## config.mk

```make
export PLATFORM = sky130hd
export DESIGN_NAME = dma_cb_engine
export DESIGN_NICKNAME = d
export VERILOG_FILES = /design/src/rtl/dma_cb_pkg.sv /design/src/rtl/dma_cb_regs.sv /design/src/rtl/dma_cb_ctrl.sv /design/src/rtl/dma_cb_datapath.sv /design/src/rtl/dma_cb_engine.sv
export SDC_FILE = /design/constraint.sdc
export NUM_CORES = 1
export LEC_CHECK = 0
export BUFFER_PORTS_ARGS = -buffer_cell sky130_fd_sc_hd__buf_2
export CAP_MARGIN = 20
export CORE_ASPECT_RATIO = 1.2
export CORE_UTILIZATION = 33
export DETAILED_ROUTE_END_ITERATION = 10
export RECOVER_POWER = 100
export SYNTH_ARGS = -nofsm -noshare
export SYNTH_HDL_FRONTEND = slang
export SYNTH_SLANG_ARGS = --single-unit
```

## constraint.sdc

```tcl
create_clock -name clk -period 4.4 [get_ports clk]
set_clock_uncertainty 0.15 [all_clocks]
set_input_delay 0.66 -clock clk [delete_from_list [all_inputs] [get_ports clk]]
set_output_delay 0.66 -clock clk [all_outputs]
set_load 0.005 [all_outputs]
```

## src/rtl/dma_cb_pkg.sv

```systemverilog
package dma_cb_pkg;

  typedef enum logic [1:0] {
    PH_IDLE  = 2'd0,
    PH_FETCH = 2'd1,
    PH_XFER  = 2'd2,
    PH_DONE  = 2'd3
  } phase_e;

  typedef enum logic [3:0] {
    ST_IDLE,
    ST_F_REQ,
    ST_F_RD0,
    ST_F_RD1,
    ST_F_LAST,
    ST_X_WAIT,
    ST_X_REQ,
    ST_X_WR,
    ST_DONE
  } state_e;

  typedef enum logic [1:0] {
    AS_PTR0,
    AS_PTR1,
    AS_CUR
  } asel_e;

  function automatic phase_e phase_of(state_e s);
    case (s)
      ST_IDLE:                                   return PH_IDLE;
      ST_F_REQ, ST_F_RD0, ST_F_RD1, ST_F_LAST:   return PH_FETCH;
      ST_DONE:                                   return PH_DONE;
      default:                                   return PH_XFER;
    endcase
  endfunction

endpackage

```

## src/rtl/dma_cb_regs.sv

```systemverilog
module dma_cb_regs (
  input  logic       clk,
  input  logic       rst_n,
  input  logic       host_we,
  input  logic       host_sel,
  input  logic [1:0] ctrl_bits,
  input  logic       busy,
  input  logic       done_pulse,
  output logic       start_ok,
  output logic       irq,
  output logic       err
);
  logic start_req, ctrl_wr;

  assign start_req = host_we && !host_sel;
  assign ctrl_wr   = host_we && host_sel;
  assign start_ok  = start_req && !busy;

  always_ff @(posedge clk) begin
    if (!rst_n) begin
      irq <= 1'b0;
      err <= 1'b0;
    end else begin
      if (done_pulse)                    irq <= 1'b1;
      else if (ctrl_wr && ctrl_bits[0])  irq <= 1'b0;
      if (start_req && busy)             err <= 1'b1;
      else if (ctrl_wr && ctrl_bits[1])  err <= 1'b0;
    end
  end
endmodule

```

## src/rtl/dma_cb_ctrl.sv

```systemverilog
module dma_cb_ctrl
  import dma_cb_pkg::*;
(
  input  logic   clk,
  input  logic   rst_n,
  input  logic   start_ok,
  input  logic   bus_gnt,
  input  logic   dev_req,
  input  logic   cmd_cnt_zero,
  input  logic   last_byte,
  output logic   bus_req,
  output logic   mem_en,
  output logic   mem_we,
  output asel_e  addr_sel,
  output logic   ld_ptr,
  output logic   ld_addr,
  output logic   ld_cnt,
  output logic   step,
  output logic   dev_ack,
  output logic   busy,
  output logic   done_pulse,
  output phase_e phase
);
  state_e state, nxt;
  logic   wr_now;

  assign wr_now = (state == ST_X_WR) && dev_req;

  always_comb begin
    nxt = state;
    case (state)
      ST_IDLE, ST_DONE: if (start_ok) nxt = ST_F_REQ;
      ST_F_REQ:  if (bus_gnt) nxt = ST_F_RD0;
      ST_F_RD0:  nxt = ST_F_RD1;
      ST_F_RD1:  nxt = ST_F_LAST;
      ST_F_LAST: nxt = cmd_cnt_zero ? ST_DONE : ST_X_WAIT;
      ST_X_WAIT: if (dev_req) nxt = ST_X_REQ;
      ST_X_REQ:  if (bus_gnt) nxt = ST_X_WR;
      ST_X_WR:   nxt = (wr_now && last_byte) ? ST_DONE : ST_X_WAIT;
      default:   nxt = ST_IDLE;
    endcase
  end

  always_ff @(posedge clk) begin
    if (!rst_n) state <= ST_IDLE;
    else        state <= nxt;
  end

  always_comb begin
    bus_req = (state == ST_F_REQ) || (state == ST_F_RD0) || (state == ST_F_RD1) ||
              (state == ST_F_LAST) || (state == ST_X_REQ) || (state == ST_X_WR);
    mem_en   = (state == ST_F_RD0) || (state == ST_F_RD1) || wr_now;
    mem_we   = wr_now;
    addr_sel = (state == ST_F_RD0) ? AS_PTR0 : (state == ST_F_RD1) ? AS_PTR1 : AS_CUR;
    ld_ptr   = start_ok;
    ld_addr  = (state == ST_F_RD1);
    ld_cnt   = (state == ST_F_LAST);
    step     = wr_now;
    dev_ack  = wr_now;
    busy     = (state != ST_IDLE) && (state != ST_DONE);
    done_pulse = ((state == ST_F_LAST) && cmd_cnt_zero) || (wr_now && last_byte);
    phase    = phase_of(state);
  end
endmodule

```

## src/rtl/dma_cb_datapath.sv

```systemverilog
module dma_cb_datapath
  import dma_cb_pkg::*;
#(
  parameter int AW = 16,
  parameter int CW = 16,
  parameter int MW = 16
) (
  input  logic          clk,
  input  logic          rst_n,
  input  logic [AW-1:0] ptr_in,
  input  logic [MW-1:0] mem_rdata,
  input  asel_e         addr_sel,
  input  logic          ld_ptr,
  input  logic          ld_addr,
  input  logic          ld_cnt,
  input  logic          step,
  output logic [AW-1:0] mem_addr,
  output logic [CW-1:0] remaining,
  output logic          cmd_cnt_zero,
  output logic          last_byte
);
  localparam logic [AW-1:0] ONE_A = AW'(1);
  localparam logic [CW-1:0] ONE_C = CW'(1);

  logic [AW-1:0] ptr, cur;

  always_ff @(posedge clk) begin
    if (!rst_n) begin
      ptr       <= '0;
      cur       <= '0;
      remaining <= '0;
    end else begin
      if (ld_ptr)  ptr <= ptr_in;
      if (ld_addr) cur <= mem_rdata[AW-1:0];
      else if (step) cur <= cur + ONE_A;
      if (ld_cnt)  remaining <= mem_rdata[CW-1:0];
      else if (step) remaining <= remaining - ONE_C;
    end
  end

  always_comb begin
    case (addr_sel)
      AS_PTR0: mem_addr = ptr;
      AS_PTR1: mem_addr = ptr + ONE_A;
      default: mem_addr = cur;
    endcase
  end

  assign cmd_cnt_zero = (mem_rdata[CW-1:0] == '0);
  assign last_byte    = (remaining == ONE_C);
endmodule

```

## src/rtl/dma_cb_engine.sv

```systemverilog
module dma_cb_engine
  import dma_cb_pkg::*;
#(
  parameter int AW = 16,
  parameter int CW = 16,
  parameter int MW = 16,
  parameter int DW = 8
) (
  input  logic          clk,
  input  logic          rst_n,
  input  logic          host_we,
  input  logic          host_sel,
  input  logic [AW-1:0] host_wdata,
  output logic          bus_req,
  input  logic          bus_gnt,
  output logic          mem_en,
  output logic          mem_we,
  output logic [AW-1:0] mem_addr,
  output logic [DW-1:0] mem_wdata,
  input  logic [MW-1:0] mem_rdata,
  input  logic          dev_req,
  input  logic [DW-1:0] dev_data,
  output logic          dev_ack,
  output logic          irq,
  output logic          err,
  output logic [1:0]    stat_phase,
  output logic [CW-1:0] stat_remaining
);
  logic   start_ok, busy, done_pulse, ld_ptr, ld_addr, ld_cnt, step;
  logic   cmd_cnt_zero, last_byte;
  asel_e  addr_sel;
  phase_e phase;

  dma_cb_regs u_regs (
    .clk(clk), .rst_n(rst_n), .host_we(host_we), .host_sel(host_sel),
    .ctrl_bits(host_wdata[1:0]), .busy(busy), .done_pulse(done_pulse),
    .start_ok(start_ok), .irq(irq), .err(err)
  );

  dma_cb_ctrl u_ctrl (
    .clk(clk), .rst_n(rst_n), .start_ok(start_ok), .bus_gnt(bus_gnt),
    .dev_req(dev_req), .cmd_cnt_zero(cmd_cnt_zero), .last_byte(last_byte),
    .bus_req(bus_req), .mem_en(mem_en), .mem_we(mem_we), .addr_sel(addr_sel),
    .ld_ptr(ld_ptr), .ld_addr(ld_addr), .ld_cnt(ld_cnt), .step(step),
    .dev_ack(dev_ack), .busy(busy), .done_pulse(done_pulse), .phase(phase)
  );

  dma_cb_datapath #(.AW(AW), .CW(CW), .MW(MW)) u_dp (
    .clk(clk), .rst_n(rst_n), .ptr_in(host_wdata), .mem_rdata(mem_rdata),
    .addr_sel(addr_sel), .ld_ptr(ld_ptr), .ld_addr(ld_addr), .ld_cnt(ld_cnt),
    .step(step), .mem_addr(mem_addr), .remaining(stat_remaining),
    .cmd_cnt_zero(cmd_cnt_zero), .last_byte(last_byte)
  );

  assign mem_wdata  = dev_data;
  assign stat_phase = phase;
endmodule

```

After elaboration in Yosys (flattened, before gate mapping). Index checks and enable logic that the tools add are counted.

Equal/unequal tests: 15. Reductions and logical operators: 31. Add/sub/neg operators: 3. Mux-type cells: 19.

Operators with widths (number): $mux 16 (4); $add 16x1->16 const B (2); $pmux 16 s2 (1); $pmux 4 s8 (1); $mux 4 (6); $eq 16x1->1 const B (1); $eq 4x3->1 const B (4); $logic_not 16->1 (1); $sub 16x1->16 const B (1); $logic_and 1x1->1 (10); $eq 4x2->1 const B (2); $logic_or 1x1->1 (8); $ne 2x2->1 const B (4); $reduce_bool 2->1 (4); $pmux 2 s3 (1); $eq 4x1->1 const B (1); $eq 4x4->1 const B (1); $logic_not 4->1 (1); $mux 1 (4); $mux 2 (2); $ne 4x4->1 const B (1); $reduce_and 4->1 (1); $reduce_bool 4->1 (1); $reduce_or 4->1 (1); other kinds (4) (5).

Output and inout bits: 48. Input bits: 46. Bits in registers: 54. Logic and storage cells: 74.

Logic depth before layout (Yosys ltp).
Word-level depth: 6. Depth in mapped cells: 9. Depth with buffers taken out: 7.

By module. Synthesis repeated with hierarchy kept, for this count alone.

Cells, all modules: 425. Area total of the unflattened synthesis: 3454.6 um^2.

By module, submodules not included: dma_cb_datapath (sequential area each 960.9 um^2, cells an instance 348, times used 1, area an instance 2851.5 um^2); dma_cb_ctrl (sequential area each 80.1 um^2, cells an instance 59, times used 1, area an instance 451.7 um^2); dma_cb_regs (sequential area each 40.0 um^2, cells an instance 10, times used 1, area an instance 91.3 um^2); dma_cb_engine (sequential area each 0.0 um^2, cells an instance 8, times used 1, area an instance 60.1 um^2).

Worst setup path after synthesis. No wires, ideal clock.

Path type: input to output. Start: input port dev_req. End: output port mem_en. Setup slack: 1882 ps. Stages: 6. Arrival time: 1708 ps. Path through: nand2_1 -> or2_1 -> clkbuf_1 -> clkbuf_1 -> clkbuf_1 -> nand2b_1.

Word-level cells in the longest chain between the ends: 2.

RTL lines: start, declared (RTL line dma_cb_engine.sv:21) `input logic dev_req,`; $logic_and 1x1->1 (RTL line dma_cb_ctrl.sv:27) `assign wr_now = (state == ST_X_WR) && dev_req;`; $logic_or 1x1->1 (RTL line dma_cb_ctrl.sv:52) `mem_en = (state == ST_F_RD0) || (state == ST_F_RD1) || wr_now;`; end, declared (RTL line dma_cb_engine.sv:16) `output logic mem_en,`.

Every way passes these cells.

Worst setup path after layout.
Start: register u_ctrl.state[0]. End: output port mem_addr[11].

Word-level cells in the longest chain between the ends: 5.

RTL lines: start, declared (RTL line dma_cb_ctrl.sv:24) `state_e state, nxt;`; start signal, assigned (RTL line dma_cb_ctrl.sv:46) `else state <= nxt;`; $eq 4x2->1 (RTL line dma_cb_ctrl.sv:54) `addr_sel = (state == ST_F_RD0) ? AS_PTR0 : (state == ST_F_RD1) ? AS_PTR1 : AS_CUR;`; $mux 2 (RTL line dma_cb_ctrl.sv:54); $mux 2 * (RTL line dma_cb_ctrl.sv:54); $eq 2x1->1 / $logic_not 2->1 (equally long branches) (RTL line dma_cb_datapath.sv:42) `case (addr_sel)`; $pmux 16 s2 * (RTL line dma_cb_datapath.sv:42); end, declared (RTL line dma_cb_engine.sv:18) `output logic [AW-1:0] mem_addr,`.

Mark *: on every way between the ends. The rest lies on a longest branch, timed or not.

==> metrics.md <==
| Metric | Value |
|---|---|
| Hold Vio Cnt, Final | 0 |
| Grt total ovfl | 0 |
| Hold Crit Start | u_regs.irq |
| Util after Layout | 39.72% |
| Max cap viols | 0 |
| Final Max Tran Viols | 0 |
| Synth top area share | 32.79% |
| DRC violations left | 0 |
| Layout cells sized above 1 | 15.26% |
| Largest net degree at the start of global routing | 51 |
| Ports | 94 |
| CTS Buf Count | 5 |
| R2r startpoint | u_ctrl.state[0] |
| Yosys warns | 0 |
| Hold-fix buffers at CTS | 0 |
| Synth Register Bits | 54 |
| Ys async rst share | 0% |
| Die H | 111.5 um |
| Startpoint Class | flop |
| Placed cell count | 626 |
| CTS tree | built |
| Req. time, crit path | 3.59 ns |
| Gr usage total | 19.37% |
| CTS sink count | 54 |
| Worst Hold Depth | 2 |
| VDD IR max | 0.0001641 V |
| Drt pass-1 iters | 5 |
| Post-Synth Adder-Cell Area | 1.518% |
| Post-Syn Nets | 508 |
| Worst Hold End | u_regs.irq |
| Cells along the critical path | nand4_1 > or2_2 > nor2_1 > xnor2_1 > a21oi_1 > clkbuf_2 |
| Worst-path fanout max | 18 |
| Synth Flop Type | dfxtp_1 |
| Synth area leader | dfxtp_1 |
| Outcome | complete, no violations |
| Max incr delay on CP | 0.72 ns |
| Setup bufs post-CTS | 0 |
| N_diodes | 0 |
| Post-cts sizing count | 0 |
| Post-Synthesis Cells | 458 |
| CP Class | reg -> out |
| Crit end category | output pin |
| Fill cells | 1013 |
| Routed len/inst | 15.60 um |
| Fin crit period | 2.995 ns |
| H-tree Lvls | 2 |
| Sequential area share after synthesis | 32.79% |
| PwrDens | 385.1 mW/mm^2 |
| Synth area leaders | dfxtp_1 (33%), a21oi_1 (8.8%), nand2_1 (7.9%) |
| Synthesized cell area | 0.003297 sq mm |
| Detail Placement HPWL | 7143 um |
| DP Area | 0.003704 sq mm |
| First-pass GRT wire length | 16300 um |
| Worst-Skew Late Latency | 0.29 ns |
| Avg Inst Size Synth | 7.198 sq um |
| TNS Setup | 0 ns |
| Routed wire length | 9890 um |
| Mux contribution to synthesized area | 0.3036% |
| Period Utilization, post-route | 68.08% |
| HP Class | reg -> reg |
| Bufs on Longest Clock Path | 2 |
| Routability congestion estimate | 0.9050 |
| Clk slew on worst S/H paths | 0.07 ns |
| Vias in the first global route | 3267 |
| Horiz. Die Dim | 93.25 um |
| Cell Count, Final, Fillers Out | 634 |
| DR iter-0 viols | 224 |
| Crit-path slowest cell | dfxtp_1 |
| Number of I/O port buffers | 77 |
| Initial core utilization | 34.30% |
| FMAX | 333.8 MHz |
| Cell Rows | 39 |
| Setup violators final | 0 |
| Area Overhead vs Synth | 15.83% |
| DR vias/cell | 5.598 |
| RSZ-0062 raised after global routing | no |
| Initial antenna violation count | 0 |
| DIE AREA | 0.01040 sq mm |
| Reg2reg end | u_dp.remaining[13] |
| Largest family of logic cells by synthesized area | simple AND/OR/NAND/NOR gates |
| Post-route ant nets | 0 |
| EDFF count, synth | 0 |
| Worst slack, placed | 1.760 ns |
| Synth unique cells | 55 |
| Total Nets Final | 560 |
| Post-Synth XOR/XNOR Area | 4.250% |
| Synth Area in Compound Gates | 24.36% |
| CP arrival | 2.19 ns |
| Post-Layout Inst Area | 0.003819 sq mm |
| CTS Root Cell | clkbuf_16 |
| Relative slew slack | 35.40% |
| Worst Tran Pin Value | 0.9602 ns |
| Core area | 0.009613 sq mm |
| Crit path launch | u_ctrl.state[0] |
| Setup ws final | 1.405 ns |
| Lkg Pwr | 1.419 nW |
| Via count of the routed design | 3549 |
| Reg-to-reg setup timing slack | 1.59 ns |
| Synth Area in Simple Gates | 30.78% |
| Reg2Reg Depth | 5 |
[how the worst max path moves through the flow]
stage	slack, ns	cells past startpoint	to
finish	1.40	6	mem_addr[11]
global route	1.25	6	mem_addr[11]
CTS	1.44	6	mem_addr[11]
detailed placement	1.76	6	mem_addr[11]
global placement	1.81	6	mem_addr[13]
floorplan	1.88	6	mem_en
[stage by stage]
| stage | hold WS (ns) | power, W |
|---|---|---|
| finish | 0.3121 | 0.001471 |
| global route | 0.3454 | 0.001570 |
| CTS | 0.3137 | 0.001491 |
| detailed placement | 0.2987 | 0.001086 |
| global placement | 0.3065 | 0.001080 |
| floorplan | 0.2969 | 0.0009138 |
[cells in the mapped netlist, types with 2 or more instances]
cell,instances
nand3_1,10
a2bb2oi_1,2
nand2b_1,5
nor2_1,58
nor3_1,6
and4_1,2
a31oi_1,12
nand4_1,14
a222oi_1,3
and2_1,2
o311ai_0,4
or3_1,5
a211oi_1,2
a21oi_1,58
a32oi_1,2
o21a_1,3
nand3b_1,2
nand2_1,69
nor4_1,9
and3_1,6
dfxtp_1,54
o211ai_1,4
a41oi_1,2
o21ai_0,22
nor2b_1,3
ha_1,4
buf_4,9
clkbuf_1,25
xnor2_1,6
inv_1,5
or4_1,4
xor2_1,10
a221oi_1,5
buf_2,2
nor3b_1,2
o31a_1,2
a22oi_1,6
or2_2,2
[power breakdown]
part | internal [W] | switching (W)
registers | 0.000533 | 0.0000810
clock network | 0.000226 | 0.000179
logic | 0.000185 | 0.000267
total | 0.000944 | 0.000527
[worst max-delay path, delay by kind of cell, from the launching register on]
family                 cells  cell delay, ns
AO/OA/AOI/OAI              1            0.17
XOR/XNOR                   1            0.08
buffers and inverters      1            0.13
flip-flops                 1            0.72
AND/OR/NAND/NOR            3            0.80
[cell usage in the layout (no fill, tap or decap), types with 6 or more instances in the layout]
master,count
a21oi_1,58
a22oi_1,6
a31oi_1,12
and3_1,6
buf_2,55
clkbuf_1,18
dfxtp_1,54
nand2_1,69
nand3_1,10
nand4_1,14
nor2_1,58
nor3_1,6
nor4_1,10
o21ai_0,23
xnor2_1,6
xor2_1,10
[routing by layer]
metal  wire length, um  track usage [%]  up-vias
met2              4528            30.88      126
met1              4590            27.28     1650
met5                 0                0        -
li1                  -                -     1760
met4               110            4.923        0
met3               660            2.801       13
[sequential cells by signal, indices dropped and copies added, names as in the netlist]
register and cells:
u_ctrl.state 4, u_dp.cur 16, u_dp.ptr 16, u_dp.remaining 16, u_regs.err 1, u_regs.irq 1
[cell type report]
cell class	instances	area, sq um	share of cell area [%]
Clock inverter	1	5.005	0.1311
Sequential cell	54	1081	28.31
Multi-Input combinational cell	361	2012	52.69
Clock buffer	7	142.6	3.735
Tap cell	123	153.9	4.030
Inverter	6	22.52	0.5898
Timing Repair Buffer	82	401.6	10.52
[cell families (layout without fill, tap and decap cells)]
kind of cell	count (synthesis)	after routing
AND/OR/NAND/NOR	208	208
XOR/XNOR	16	16
adder cells (fa/ha/maj)	4	4
flip-flops	54	54
buffers and inverters	43	96
multiplexers	1	1
AO/OA/AOI/OAI	132	132
No activity file was read; power rests on OpenSTA's default activity.
